--- src/rtl/vidreg_i2c_pkg.sv ---
package vidreg_i2c_pkg;
    localparam int BYTE_W = 8;
    localparam int CNT_W  = $clog2(BYTE_W + 1);

    typedef enum logic [3:0] {
        ST_IDLE,
        ST_ADDR,
        ST_ADDR_ACK,
        ST_SUB,
        ST_SUB_ACK,
        ST_DATA,
        ST_DATA_ACK,
        ST_READ,
        ST_READ_ACK
    } bus_state_t;
endpackage

--- src/rtl/vidreg_i2c_sync.sv ---
module vidreg_i2c_sync #(
    parameter int WIDTH  = 2,
    parameter int STAGES = 2
) (
    input  logic             clk,
    input  logic             rst_n,
    input  logic [WIDTH-1:0] d_in,
    output logic [WIDTH-1:0] d_out
);
    for (genvar g = 0; g < WIDTH; g++) begin : g_line
        logic [STAGES-1:0] chain;
        always_ff @(posedge clk or negedge rst_n) begin
            if (!rst_n) chain <= '1;
            else        chain <= {chain[STAGES-2:0], d_in[g]};
        end
        assign d_out[g] = chain[STAGES-1];
    end
endmodule

--- src/rtl/vidreg_i2c_cond.sv ---
module vidreg_i2c_cond (
    input  logic clk,
    input  logic rst_n,
    input  logic scl_s,
    input  logic sda_s,
    output logic scl_rise,
    output logic scl_fall,
    output logic start_c,
    output logic stop_c
);
    logic scl_q, sda_q;

    always_ff @(posedge clk or negedge rst_n) begin
        if (!rst_n) begin
            scl_q <= 1'b1;
            sda_q <= 1'b1;
        end else begin
            scl_q <= scl_s;
            sda_q <= sda_s;
        end
    end

    assign scl_rise = scl_s & ~scl_q;
    assign scl_fall = ~scl_s & scl_q;
    assign start_c  = scl_s & scl_q & sda_q & ~sda_s;
    assign stop_c   = scl_s & scl_q & ~sda_q & sda_s;
endmodule

--- src/rtl/vidreg_i2c_slave.sv ---
module vidreg_i2c_slave
    import vidreg_i2c_pkg::*;
#(
    parameter logic [6:0] DEV_ADDR    = 7'b1000100,
    parameter int         SUB_W       = 4,
    parameter int         SYNC_STAGES = 2,
    parameter logic [(1<<SUB_W)-1:0] RSVD_MASK = 16'hC800
) (
    input  logic             clk,
    input  logic             rst_n,
    input  logic             scl_in,
    input  logic             sda_in,
    output logic             sda_oe,
    input  logic             buf_mode,
    input  logic             bank_ready,
    input  logic             por_flag,
    input  logic [1:0]       err_blue,
    input  logic [1:0]       err_green,
    input  logic [1:0]       err_red,
    output logic             busy,
    output logic             wr_stb,
    output logic [SUB_W-1:0] wr_sub,
    output logic [7:0]       wr_data
);
    localparam logic [CNT_W-1:0] CNT_FULL = CNT_W'(BYTE_W);
    localparam logic [CNT_W-1:0] CNT_LAST = CNT_W'(BYTE_W - 1);

    logic [1:0] sync_o;
    logic       scl_s, sda_s;
    logic       scl_rise, scl_fall, start_c, stop_c;

    vidreg_i2c_sync #(.WIDTH(2), .STAGES(SYNC_STAGES)) u_sync (
        .clk   (clk),
        .rst_n (rst_n),
        .d_in  ({scl_in, sda_in}),
        .d_out (sync_o)
    );
    assign scl_s = sync_o[1];
    assign sda_s = sync_o[0];

    vidreg_i2c_cond u_cond (
        .clk      (clk),
        .rst_n    (rst_n),
        .scl_s    (scl_s),
        .sda_s    (sda_s),
        .scl_rise (scl_rise),
        .scl_fall (scl_fall),
        .start_c  (start_c),
        .stop_c   (stop_c)
    );

    bus_state_t        state;
    logic [CNT_W-1:0]  cnt;
    logic [BYTE_W-1:0] sh, tx;
    logic [SUB_W-1:0]  sub;
    logic              rd_q, got_one, busy_q;
    logic              stb_q;
    logic [SUB_W-1:0]  stb_sub;
    logic [BYTE_W-1:0] stb_data;
    logic              byte_done;

    assign byte_done = scl_fall && (cnt == CNT_FULL);

    // state register and datapath
    always_ff @(posedge clk or negedge rst_n) begin
        if (!rst_n) begin
            state    <= ST_IDLE;
            cnt      <= '0;
            sh       <= '0;
            tx       <= '0;
            sub      <= '0;
            rd_q     <= 1'b0;
            got_one  <= 1'b0;
            busy_q   <= 1'b0;
            stb_q    <= 1'b0;
            stb_sub  <= '0;
            stb_data <= '0;
        end else begin
            stb_q <= 1'b0;
            if (start_c) begin
                busy_q <= 1'b1;
                state  <= ST_ADDR;
                cnt    <= '0;
            end else if (stop_c) begin
                busy_q <= 1'b0;
                state  <= ST_IDLE;
            end else begin
                unique case (state)
                    ST_IDLE: ;
                    ST_ADDR: begin
                        if (scl_rise) begin
                            sh  <= {sh[BYTE_W-2:0], sda_s};
                            cnt <= cnt + 1'b1;
                        end else if (byte_done) begin
                            cnt <= '0;
                            if (sh[BYTE_W-1:1] == DEV_ADDR) begin
                                rd_q  <= sh[0];
                                state <= ST_ADDR_ACK;
                            end else begin
                                state <= ST_IDLE;
                            end
                        end
                    end
                    ST_ADDR_ACK: begin
                        if (scl_fall) begin
                            if (rd_q) begin
                                tx    <= {por_flag, err_blue, err_green, err_red, 1'b0};
                                cnt   <= '0;
                                state <= ST_READ;
                            end else begin
                                state <= ST_SUB;
                            end
                        end
                    end
                    ST_SUB: begin
                        if (scl_rise) begin
                            sh  <= {sh[BYTE_W-2:0], sda_s};
                            cnt <= cnt + 1'b1;
                        end else if (byte_done) begin
                            cnt <= '0;
                            if (sh[BYTE_W-1:SUB_W] == '0) begin
                                sub     <= sh[SUB_W-1:0];
                                got_one <= 1'b0;
                                state   <= ST_SUB_ACK;
                            end else begin
                                state <= ST_IDLE;
                            end
                        end
                    end
                    ST_SUB_ACK: begin
                        if (scl_fall) state <= ST_DATA;
                    end
                    ST_DATA: begin
                        if (scl_rise) begin
                            sh  <= {sh[BYTE_W-2:0], sda_s};
                            cnt <= cnt + 1'b1;
                        end else if (byte_done) begin
                            cnt <= '0;
                            if (bank_ready && !(buf_mode && got_one)) begin
                                got_one <= 1'b1;
                                state   <= ST_DATA_ACK;
                                if (!RSVD_MASK[sub]) begin
                                    stb_q    <= 1'b1;
                                    stb_sub  <= sub;
                                    stb_data <= sh;
                                end
                                if (!buf_mode) sub <= sub + 1'b1;
                            end else begin
                                state <= ST_IDLE;
                            end
                        end
                    end
                    ST_DATA_ACK: begin
                        if (scl_fall) state <= ST_DATA;
                    end
                    ST_READ: begin
                        if (scl_fall) begin
                            if (cnt == CNT_LAST) begin
                                state <= ST_READ_ACK;
                            end else begin
                                tx  <= {tx[BYTE_W-2:0], 1'b0};
                                cnt <= cnt + 1'b1;
                            end
                        end
                    end
                    ST_READ_ACK: begin
                        if (scl_fall) state <= ST_IDLE;
                    end
                endcase
            end
        end
    end

    // outputs
    always_comb begin
        sda_oe = 1'b0;
        unique case (state)
            ST_ADDR_ACK, ST_SUB_ACK, ST_DATA_ACK: sda_oe = 1'b1;
            ST_READ:                              sda_oe = ~tx[BYTE_W-1];
            default:                              sda_oe = 1'b0;
        endcase
        busy    = busy_q;
        wr_stb  = stb_q;
        wr_sub  = stb_sub;
        wr_data = stb_data;
    end
endmodule

--- config.mk ---
export PLATFORM = sky130hd
export DESIGN_NAME = vidreg_i2c_slave
export DESIGN_NICKNAME = d
export VERILOG_FILES = /design/src/rtl/vidreg_i2c_pkg.sv /design/src/rtl/vidreg_i2c_sync.sv /design/src/rtl/vidreg_i2c_cond.sv /design/src/rtl/vidreg_i2c_slave.sv
export SDC_FILE = /design/constraint.sdc
export NUM_CORES = 1
export LEC_CHECK = 0
export ABC_AREA = 0
export ABC_CLOCK_PERIOD_IN_PS = 2450
export BUFFER_PORTS_ARGS = -buffer_cell sky130_fd_sc_hd__clkbuf_2
export CAP_MARGIN = 10
export CORE_ASPECT_RATIO = 0.5
export CORE_MARGIN = 2
export CORE_UTILIZATION = 40
export DETAILED_ROUTE_END_ITERATION = 16
export SETUP_SLACK_MARGIN = 0.02
export SYNTH_ARGS = -nofsm -noshare
export SYNTH_HDL_FRONTEND = slang
export SYNTH_SLANG_ARGS = --single-unit
--- constraint.sdc ---
create_clock -name clk -period 2.45 [get_ports clk]
set_input_delay 0.1225 -clock clk [delete_from_list [all_inputs] [get_ports clk]]
set_output_delay 0.1225 -clock clk [all_outputs]
set_load 0.01 [all_outputs]
# Yosys cells after proc, flatten, opt, wreduce, memory -nomap -nowiden
# Memories as Yosys holds them, arrays and structs flattened.
# Cells that the tools add are included.
[word_totals]
reg_bits = 50
romBits = 16
inputBits = 13
output_inout_bits = 15
memories = 1
[classes]
n_addsub = 2
n_lt_le_gt_ge = 1
n_eq_ne = 39
n_mux = 58
bitwise = 16
n_reduce_logical = 21
[mem_list]
columns = ["memory", "depth", "width", "read_ports", "rd_clocked_by_memory_dff", "write_ports", "line", "rtl"]
rows = [
  ["(no name shown)", 16, 1, 1, 0, 0, "vidreg_i2c_slave.sv:142", "if (!RSVD_MASK[sub]) begin"],
]
[op_table]
columns = ["op", "count"]
rows = [
  ["$mux 4", 28],
  ["$ne 4x4->1 const B", 10],
  ["$mux 8", 4],
  ["$pmux 4 s7", 1],
  ["$ne 2x2->1 const B", 12],
  ["$reduce_and 7->1", 3],
  ["$eq 4x3->1 const B", 5],
  ["$mux 1", 16],
  ["$pmux 8 s2", 1],
  ["$ne 3x3->1 const B", 4],
  ["$pmux 4 s3", 1],
  ["$reduce_and 12->1", 1],
  ["$reduce_and 10->1", 1],
  ["$mux 3", 3],
  ["$not 1->1", 9],
  ["$reduce_and 9->1", 1],
  ["$reduce_bool 9->1", 1],
  ["$add 4x1->4 const B", 2],
  ["$eq 4x2->1 const B", 2],
  ["$eq 4x4->1 const B", 2],
  ["$ne 4x1->1 const B", 2],
  ["$pmux 4 s2", 1],
  ["$and 1x1->1", 7],
  ["$eq 7x7->1 const B", 1],
  ["other kinds (13)", 19],
]

# Longest topological paths before layout
# Gate-level depths: netlist (run 1).
[depth]
depth_word = 9
mapped_depth = 8

# Hierarchy
# A second synthesis (run 1) with hierarchy kept.
[unflattened]
hier_cells = 225
area_unflattened_um2 = 2544.9
[by_module_without_submodules]
columns = ["module", "instances", "cells_each", "area_per_inst_um2", "seq_area_each_um2"]
rows = [
  ["vidreg_i2c_slave", 1, 213, 2339.7, 1076.0],
  ["vidreg_i2c_sync", 1, 6, 120.1, 105.1],
  ["vidreg_i2c_cond", 1, 6, 85.1, 52.6],
]

# Worst setup path before layout (run 1)
# OpenSTA, ideal clock, no wires.
[synth_path]
kind = "reg-to-reg"
from = "reg u_cond.scl_q"
to = "reg stb_data[2] (netlist: wr_data[2])"
t_arrival_ns = 1.720
setup_slack_ns = 0.605
path_stages_with_launch = 8
path_buffers = 2
synth_period_minus_slack_ns = 1.845
path_cell_list = "dfstp_2 buf_2 nand2b_1 nor2_1 nand2b_4 a21o_1 buf_6 mux2_4"
[synth_between]
elab_chain_len = 5
[synth_rtl]
columns = ["item", "line", "rtl"]
rows = [
  ["from (decl)", "vidreg_i2c_cond.sv:11", "logic scl_q, sda_q;"],
  ["from (signal assigned)", "vidreg_i2c_cond.sv:18", "scl_q <= scl_s;"],
  ["$and 1x1->1", "vidreg_i2c_cond.sv:25, vidreg_i2c_cond.sv:26", ""],
  ["$and 1x1->1 (on tied branches) (2 in series)", "vidreg_i2c_cond.sv:26, vidreg_i2c_cond.sv:25", ""],
  ["$not 1->1 (no source line)", "-", ""],
  ["$reduce_and 7->1 (no source line) *", "-", ""],
  ["to (signal assigned)", "vidreg_i2c_slave.sv:145", "stb_data <= sh;"],
  ["to (decl)", "vidreg_i2c_slave.sv:59", "logic [BYTE_W-1:0] stb_data;"],
]
# Mark *: on every way between the ends. The rest lies on a longest branch, timed or not.
# A chain may end at the register's enable or synchronous reset.

# Worst setup path after layout (run 1)
[layout_path]
from = "reg state[3]"
to = "reg stb_data[1] (netlist: wr_data[1])"
[layout_between]
elab_chain_len = 2
[layout_rtl]
columns = ["item", "line", "rtl"]
rows = [
  ["from (decl)", "vidreg_i2c_slave.sv:52", "bus_state_t state;"],
  ["from (signal assigned)", "vidreg_i2c_slave.sv:67", "state <= ST_IDLE;"],
  ["from (signal assigned)", "vidreg_i2c_slave.sv:82", "state <= ST_ADDR;"],
  ["from (signal assigned)", "vidreg_i2c_slave.sv:86", "state <= ST_IDLE;"],
  ["$eq 4x3->1", "vidreg_i2c_slave.sv:88", "unique case (state)"],
  ["$reduce_and 7->1 (no source line)", "-", ""],
]
# No other way between the ends.

==> metrics.md, run 1 <==
| Metric | Value |
|---|---|
| Finished Cell Area | between 0.002 and 0.003 mm² |
| Hold Startpoint | err_red[0] |
| Synth Instances | 230 |
| CP max stage cell | dfrtp_1 |
| H-tree depth | 2 |
| Antenna fix cells | 0 |
| Status | complete, no violations |
| Congestion Overflow GR | 0 |
| Site Rows | 20 |
| Synth Area per Inst | 10.7 µm² |
| Critical Path Stages | 6 |
| Simple-gate share of the synthesized area | between 15 and 20% |
| # fillers | 559 |
| Leak Pwr | roughly 1.4 nW |
| Buf+Inv Stages, Crit Path | 0 |
| CTS tree | yes |
| Fraction of synthesized cell area in xor and xnor cells | less than 1% |
| Via count | 1,788 |
| Total negative setup slack | 0 ns |
| Crit path launch type | flop |
| Fmax | 449 MHz |
| Largest net degree at the start of global routing | 27 |
| WS Path Type | reg2reg |
| Period minus WS final | about 2.2 ns |
| Final setup margin | 0.221 ns |
| DP Wirelength | 3.55 mm |
| Layout net count | 282 |
| Num CTS Buffers | 5 |
| Clk_lat worst skew | about 0.29 ns |
| Synthesized area | around 0.0025 mm² |
| Main synth FF type | dfrtp_1 |
| Maxcap violations | 0 |
| Unrepaired setup endpoints after global routing | no |
| Gates resized, CTS repair | 0 |
| Number of vias per cell | 5.20 |
| Drt first pass iters | 4 |
| Reg-to-reg endpoint | wr_data[1] |
| Core Region | approximately 0.0060 mm² |
| FF-to-FF setup slack | 0.22 ns |
| Initial antenna violation count | 0 |
| Hold Path Depth | 3 |
| Clk_skew | 0.00558 ns |
| First-pass GRT wire length | between 8 and 9 mm |
| Crit-path max cell delay | around 0.49 ns |
| Syn Nets | 246 |
| Reg2reg path depth | 6 |
| Layout cell share with drive strength beyond 1 | ~27% |
| Area of the multi-input gates | approximately 0.0012 mm² |
| Hold Slack | around 0.046 ns |
| Worst path required time | between 2 and 3 ns |
| Initial Util | 41.0% |
| Vias in the first global route | roughly 1,700 |
| Endpoints failing hold | 0 |
| Antenna Nets Post-Route | 0 |
| Gpl congestion | approximately 0.83 |
| FF+latch count, synth | approximately 50 |
| Seq. cell area | 0.00123 mm² |
| Clk buf depth | 2 |
| Asr flop ratio synth | 100% |
| Compound-Gate Fraction of Synth Area | 13.5% |
| Adder-Cell Fraction of Synth Area | ~1.5% |
| Pwr Density | roughly 560 mW/mm² |
| Pwr Total | approximately 1.6 mW |
| Post-synth cell types | 51 |
| Final Max Slew Viols | 0 |
| Crit path DAT | roughly 2.4 ns |
| I/O Pins | 28 |
| Die Span Y | slightly below 60 µm |
| Cell mode on critical path | a21o_1 |
| HP Class | in2reg |
| Slew @ Worst Pin | 0.645 ns |
| Seq/Total Area, Yosys | roughly 50% |
| CTS sink count | 49 |
| Synth-to-Final Area Change | 16.8% |
| Port-buffer cells | 27 |
| Dpl cell area | between 0.002 and 0.003 mm² |
| Max VDD drop | 263 µV |
| Clk slew on worst S/H paths | 0.07 ns |
| Crit Path Max Fanout | 12 |
| Die area | between 0.006 and 0.007 mm² |
| Gr usage total | between 10% and 20% |
| WL final | ~4.8 mm |
| Crit end category | flop |
| Proportion of synthesized area in mux cells | 14.6% |
| Hold Path Sink | tx[1] |
| Die width | between 100 and 150 µm |
| Routed len/inst | roughly 14 µm |
| DRC | 0 |
| Relative slew slack | between 50% and 60% |
| Post-synth EDFFs | 0 |
| CTS Root Buffer Type | clkbuf_16 |
| Worst slack, placed | 0.226 ns |
| Combinational family with the most area after synthesis | simple AND/OR/NAND/NOR gates |
| 1st-iter DRT viols | about 170 |
| FF-to-FF Start | state[3] |
| Endpoints failing setup | 0 |
| Period utilization | 91.0% |
| Crit-path cells | and4bb_4 -> nand2_1 -> a21o_1 -> nand2b_4 -> a21o_1 -> mux2_1 |
| Syn. warnings | 0 |
| Crit path max-delay family | simple AND/OR/NAND/NOR gates |
-- per-stage QoR --
| stage | util [%] | cells |
|---|---|---|
| after floorplan | - | 230 |
| after global routing | 47.9 | 344 |
| after detailed placement | 44.9 | 333 |
| after global placement | 44.9 | 333 |
| after CTS | 47.9 | 344 |
| final | 47.9 | 344 |
-- report_power, final --
group / total (mW) / internal [mW] / switching, mW / leakage (nW)
clock: 0.680 / 0.380 / 0.300 / 0.0702
sequential: 0.852 / 0.830 / 0.0216 / 0.615
combinational: 0.0905 / 0.0401 / 0.0503 / 0.713
-- registers in the layout (all words and copies together) (netlist names) --
register and flops:
busy 1, cnt 4, got_one 1, rd_q 1, sh 8, state 4
sub 4, tx 7, u_cond.scl_q 1, u_cond.sda_q 1, u_sync.g_line.chain 4, wr_data 8
wr_stb 1, wr_sub 4
-- layout make-up --
class	count	share of cell area [%]
clock inverters	3	0.740
repair buffers	36	7.31
flip-flops and latches	49	42.9
multi-input cells	168	40.5
clock buffers	5	4.35
well taps	77	3.35
inverters	6	0.784
-- synthesized netlist by cell type, drive strengths merged, types with 3 or more instances --
cell type,n,area (µm²)
nand2b,6,45.0
dfrtp,43,1080
nand2,25,93.8
mux2,21,270
nor2b,6,37.5
nand3,12,60.1
inv,6,22.5
ha,3,37.5
a21oi,11,58.8
nor2,15,56.3
dfstp,6,158
buf,5,31.3
or3,3,18.8
a31oi,3,18.8
o21ai,19,95.1
mux2i,9,90.1
-- cells in the final DEF, fill, tap and decap left out, drive strengths merged, types with 3 or more instances in the layout --
master / instances
dfrtp: 43
clkbuf: 32
nand2: 25
mux2: 21
o21ai: 19
nor2: 15
nand3: 12
a21oi: 11
mux2i: 9
inv: 7
nor2b: 6
buf: 6
dfstp: 6
nand2b: 6
or3: 3
a31oi: 3
ha: 3
dlygate4sd3: 3
-- worst register-to-register path, cell delays in order (launching register included) --
cell	delay, ns
dfrtp_1	0.49
and4bb_4	0.44
nand2_1	0.07
a21o_1	0.17
nand2b_4	0.15
a21o_1	0.39
mux2_1	0.41
-- what timing repair did --
item | CTS | global route
endpoints found under the hold margin | 21 | 0
buffers inserted | 0 | 0
hold buffers | 3 | 0
-- metal layers --
layer  GRT usage, %  vias to the layer above  routed length [µm]
li1               -                      891                   -
met1           21.4                      851                2420
met2           23.7                       39                2130
met3           4.09                        7                 226
met4           5.51                        0                  65
met5              0                        -                   0
-- worst max path at each step --
stage                 startpoint         end  slack (ns)
global placement        state[3]  wr_data[0]        0.29
finish                  state[3]  wr_data[1]        0.22
detailed placement      state[3]  wr_data[1]        0.23
CTS                     state[3]  wr_data[1]        0.22
floorplan           u_cond.scl_q  wr_data[2]        0.60
global route            state[3]      sda_oe        0.07
-- cells by family (layout without fill, tap and decap cells) --
| kind of cell | Yosys count | in the layout |
|---|---|---|
| xor gates and xnor gates | 2 | 2 |
| and+or+nand+nor | 81 | 81 |
| adders and majority gates | 3 | 3 |
| muxes | 30 | 30 |
| AOI/OAI and AO/OA | 52 | 52 |
| DFF | 49 | 49 |
| buffers and inverters | 13 | 50 |
(Power assumes the default switching activity.)
==> inputs of run 2 (changes only) <==
Settings changed: CORE_UTILIZATION 40 to 45.
==> run 2 against run 1 <==
Via count up 1.9%. Clock-buffer cell count up 1. Total power down 6.3%. Clock skew up 0.0074 ns. Flip-flop and latch count unchanged. Critical path depth unchanged. Highest routed layer unchanged.
==> metrics.md, run 2 (synthesis results as in run 1) <==
| Metric | Value |
|---|---|
| Crit-path max cell delay | 0.50 ns |
| Synth-to-Final Area Change | 14.4% |
| Layout net count | 280 |
| Final core occ | between 50% and 60% |
| Leak Pwr | 1.37 nW |
| DRC | 0 |
| Crit path max-delay family | simple AND/OR/NAND/NOR gates |
| WL final | 4.79 mm |
| CP max stage cell | dfrtp_1 |
| Core Region | ~0.0051 mm² |
| Buf+Inv Stages, Crit Path | 0 |
| Period utilization | 90.7% |
| Unrepaired setup endpoints after global routing | no |
| Site Rows | 18 |
| CTS Root Buffer Type | clkbuf_8 |
| Crit Path Max Fanout | 12 |
| Clk_lat worst skew | 0.30 ns |
| Gr usage total | 17.2% |
| Gr busiest metal | met1 |
| WS Path Type | reg2reg |
| Routed len/inst | approximately 14 µm |
| Clk buf depth | 2 |
| Period minus WS final | 2.22 ns |
| Pwr Total | between 1.5 and 2 mW |
| Endpoints failing setup | 0 |
| DP Wirelength | approximately 3.4 mm |
| Final setup margin | about 0.23 ns |
| Finished Layout Cells | 335 |
| Most frequent cells in the layout | 43 x dfrtp_1, 27 x clkbuf_2, 25 x nand2_1, 15 x nor2_1 |
| Vias in the first global route | about 1,800 |
| Max VDD drop | between 200 and 250 µV |
| Maxcap violations | 0 |
| Met2 GRT Util | about a quarter |
| CTS tree | yes |
| Port-buffer cells | 27 |
| Met3 Track Usage GR | 4.76% |
| Worst path required time | roughly 2.7 ns |
| HP Class | in2reg |
| Gates resized, CTS repair | 0 |
| Gpl congestion | just under 0.9 |
| 1st-iter DRT viols | a little over 200 |
| Endpoints failing hold | 0 |
| First-pass GRT wire length | between 8 and 9 mm |
| Die Span Y | around 56 µm |
| Cell mode on critical path | a21o_1 |
| H-tree depth | 2 |
| Drt first pass iters | 4 |
| Finished Cell Area | ~0.0028 mm² |
| Number of vias per cell | 5.44 |
| Number of setup buffers added after CTS | 0 |
| Clk_skew | between 0.01 and 0.015 ns |
| CTS sink count | 49 |
| Relative slew slack | between 50% and 60% |
| Crit path DAT | between 2 and 2.5 ns |
| Most common cell after layout, fill and taps aside | dfrtp_1 |
| I/O Pins | 28 |
| Pwr Density | about 540 mW/mm² |
| Largest net degree at the start of global routing | 50 |
| Crit-path cells | and4bb_4 -> nand2_1 -> a21o_1 -> nand2b_4 -> a21o_1 -> mux2_1 |
| Crit path launch type | flop |
| Num CTS Buffers | 5 |
| Fmax | around 450 MHz |
| Congestion Overflow GR | 0 |
| Initial Util | 48.3% |
| Clk slew on worst S/H paths | 0.10 ns |
| Total negative setup slack | 0 ns |
| # fillers | 471 |
| Worst slack, placed | between 0.2 and 0.25 ns |
| Status | complete, no violations |
| Final Max Slew Viols | 0 |
| Dpl cell area | around 0.0027 mm² |
| Initial antenna violation count | 0 |
| Crit end category | flop |
| Die width | between 100 and 150 µm |
| Antenna Nets Post-Route | 0 |
| Hold Slack | roughly 0.045 ns |
| Layout cell share with drive strength beyond 1 | between 20% and 30% |
| Antenna fix cells | 0 |
| Via count | roughly 1,800 |
| Die area | approximately 0.0061 mm² |
| Routing usage on met1 | 25.4% |
| Cell total after placement | 324 |
| Slew @ Worst Pin | between 0.6 and 0.7 ns |
==> run 2: cell types whose count changed in the layout (fill, tap and decap cells not counted) <==
cell,before,now
buf_4,6,4
bufinv_16,0,1
clkbuf_1,0,1
clkbuf_16,5,0
clkbuf_8,0,5
clkinv_2,1,0
clkinv_4,0,1
clkinvlp_4,1,0
inv_6,1,0
==> run 2: worst paths after layout <==
kind	start	end	slack [ns]	cells past startpoint
max reg2reg	state[3]	wr_data[1]	0.23	6
min in group asynchronous	rst_n	wr_sub[2]	0.44	3
min reg2reg	u_sync.g_line[1].chain[0]	u_sync.g_line[1].chain[1]	0.36	0
max in group asynchronous	rst_n	busy	1.58	3
max	state[3]	wr_data[1]	0.23	6
min	err_red[0]	tx[1]	0.05	3
==> run 2: layout make-up <==
| type | count | area [µm²] | area share [%] |
|---|---|---|---|
| Clock inverter | 2 | 38.8 | 1.38 |
| Multi-Input combinational cell | 168 | 1160 | 41.4 |
| Timing Repair Buffer | 34 | 195 | 6.93 |
| Tap cell | 70 | 87.6 | 3.11 |
| Inverter | 6 | 22.5 | 0.800 |
| Clock buffer | 6 | 72.6 | 2.58 |
| Sequential cell | 49 | 1230 | 43.8 |
==> run 2: worst min-delay path: stages <==
cell	delay (ns)
clkbuf_2	0.08
nand2_1	0.05
o21ai_1	0.05
==> run 2: timing repair <==
action	4_1_cts	5_1_grt
hold buffers	3	0
endpoints found under the hold margin	45	0
endpoints found under the setup margin	0	0
==> run 2: metal layers <==
layer / vias to the layer above / wire length, µm
li1: 887 / -
met1: 893 / 2550
met2: 40 / 2010
met3: 2 / 220
met4: 0 / 13
met5: - / 0
==> run 2: power breakdown <==
part	switching, mW	internal, mW
clock	0.274	0.307
sequential	0.0253	0.829
combinational	0.0475	0.0378
total	0.346	1.17
==> inputs of run 3 (changes only) <==
Settings changed: CELL_PAD_IN_SITES_DETAIL_PLACEMENT set to 2, CELL_PAD_IN_SITES_GLOBAL_PLACEMENT set to 2, CORE_UTILIZATION 45 to 38, PLACE_DENSITY_LB_ADDON set to 0.1.
==> run 3 against run 2 <==
Final cell count increased by 6.3%. Highest routed layer unchanged. Sequential power about the same. Critical path type is now reg2out. Die area increased by 17%. Total power increased by 9.2%. Flip-flop and latch count unchanged. Clock power increased by 23%. Utilization decreased by 8.2 points. Clock-buffer cell count decreased by 1. Via count increased by 4.9%. Sequential share of layout area decreased by 1.3 points. First-iteration DRC count decreased by 72%.
==> metrics.md, run 3 (synthesis results as in run 1) <==
| Metric | Value |
|---|---|
| DR top layer | met4 |
| Layout net count | 283 |
| Congestion Overflow GR | 0 |
| Hold Slack | about 0.047 ns |
| Clock share of power | between 40% and 50% |
| Antenna fix cells | 0 |
| Die area | around 0.0072 mm² |
| Gpl congestion | between 0.7 and 0.8 |
| Port-buffer cells | 27 |
| Clk_skew | ~0.0073 ns |
| Crit path DAT | slightly above 2 ns |
| Met3 wire length | around 240 µm |
| Metal2 WL | approximately 3.0 mm |
| Switching share of power | 24.5% |
| Total negative setup slack | 0 ns |
| Maxcap violations | 0 |
| Pwr Density | about 570 mW/mm² |
| Area of the multi-input gates | between 0.001 and 0.0015 mm² |
| Period minus WS final | between 2 and 2.5 ns |
| Relative slew slack | 57.3% |
| HP Class | in2reg |
| Crit Path Max Fanout | 11 |
| CTS sink count | slightly below 50 |
| Internal power | ~1.3 mW |
| DP Wirelength | ~4.5 mm |
| Synth-to-Final Area Change | 18.0% |
| Initial Util | 40.0% |
| Psw | approximately 0.41 mW |
| Finished Cell Area | ~0.0029 mm² |
| Period utilization | between 80 and 90% |
| Status | complete, no violations |
| H-tree depth | 2 |
| Pwr Total | roughly 1.7 mW |
| Num CTS Buffers | 5 |
| Antenna Nets Post-Route | 0 |
| Dpl cell area | about 0.0027 mm² |
| Most frequent cells in the layout | 43 x dfrtp_1, 27 x clkbuf_2, 24 x nand2_1, 15 x nor2_1 |
| Layout cell share with drive strength beyond 1 | between 20% and 30% |
| Die Span Y | roughly 61 µm |
| Gr usage total | a little under a fifth |
| Initial antenna violation count | 0 |
| Clk buf depth | 2 |
| Endpoints failing hold | 0 |
| # fillers | between 600 and 700 |
| Gate power share | under 10% |
| Vias in the first global route | 2,034 |
| Worst path required time | 2.33 ns |
| Final Max Slew Viols | 0 |
| Clk_lat worst skew | around 0.3 ns |
| WL final | just over 6 mm |
| Endpoints failing setup | 0 |
| Unrepaired setup endpoints after global routing | no |
| Seq. cell area | between 0.001 and 0.0015 mm² |
| Crit end category | output port |
| Core Region | 0.00616 mm² |
| Number of setup buffers added after CTS | 0 |
| Clk slew on worst S/H paths | roughly 0.070 ns |
| CTS Root Buffer Type | clkbuf_16 |
| Via count | 1,912 |
| Most common cell after layout, fill and taps aside | dfrtp_1 |
| Die width | ~120 µm |
| Sequential power share | about half |
| Number of vias per cell | between 5 and 6 |
| CTS tree | yes |
| Met1 Wirelength | a little under 3 mm |
| Drt first pass iters | 4 |
| Largest net degree at the start of global routing | 50 |
| Max VDD drop | between 200 and 250 µV |
| Leak Pwr | 1.41 nW |
| DRC | 0 |
| Crit path launch type | flop |
| WS Path Type | reg2out |
| Routed len/inst | 17.4 µm |
| FF-to-FF setup slack | 0.30 ns |
| Site Rows | 20 |
| 1st-iter DRT viols | 57 |
| Fmax | 456 MHz |
| Slew @ Worst Pin | 0.641 ns |
| First-pass GRT wire length | 10.4 mm |
| I/O Pins | 28 |
[run 3: changes by cell type in the layout (fill, tap and decap cells not counted), sizes merged]
| cell | change |
|---|---|
| clkinvlp | +1 |
| buf | +3 |
| inv | +1 |
| bufinv | -1 |
| clkbuf | -1 |
[run 3: worst max-delay path, stage by stage, from the launching register on]
cell and delay [ns]:
dfrtp_1 0.40, buf_4 0.18, nand2b_1 0.21, nor2_1 0.32
nand2_2 0.25, o21ai_0 0.23, clkbuf_2 0.18
[run 3: routing by layer]
| metal | track usage (%) | vias up |
|---|---|---|
| li1 | - | 896 |
| met1 | 24.0 | 979 |
| met2 | 33.4 | 31 |
| met3 | 6.02 | 6 |
| met4 | 4.13 | 0 |
| met5 | 0 | - |
[run 3: repair_timing]
| item | in CTS | in global routing |
|---|---|---|
| endpoints found under the setup margin | 0 | 1 |
| resized for setup | 0 | 1 |
| endpoints found under the hold margin | 45 | 0 |
| hold buffers | 3 | 0 |
[run 3: final cells by class]
| type | instances | share of cell area, % |
|---|---|---|
| Clock buffer | 5 | 4.31 |
| Clock inverter | 3 | 0.862 |
| Inverter | 6 | 0.776 |
| Multi-Input combinational cell | 168 | 40.2 |
| Sequential cell | 49 | 42.5 |
| Tap cell | 88 | 3.79 |
| Timing Repair Buffer | 37 | 7.50 |
[run 3: power groups by stage]
stage	Clock [mW]	Sequential, mW	Combinational [mW]
after floorplan	0	0.858	0.0504
after global placement	0	0.871	0.0863
after detailed placement	0	0.873	0.0900
after CTS	0.734	0.857	0.0945
after global routing	0.771	0.861	0.106
final	0.713	0.856	0.0928
[run 3: metrics by stage]
step	setup slack, ns	util [%]	cells
6_report	0.258	47.1	356
5_1_grt	0.0737	47.1	356
2_1_floorplan	0.605	-	230
3_3_place_gp	0.358	44.2	345
4_1_cts	0.167	47.1	356
3_5_place_dp	0.311	44.2	345
[run 3: worst paths after layout]
path	endpoint	cells after the start	from
setup reg to reg	sub[0]	7	state[3]
min in group asynchronous	wr_data[4]	3	rst_n
setup / recovery	sda_oe	6	state[3]
hold / removal	tx[1]	3	err_red[0]
max in group asynchronous	cnt[2]	3	rst_n
hold reg to reg	u_sync.g_line[0].chain[1]	0	u_sync.g_line[0].chain[0]
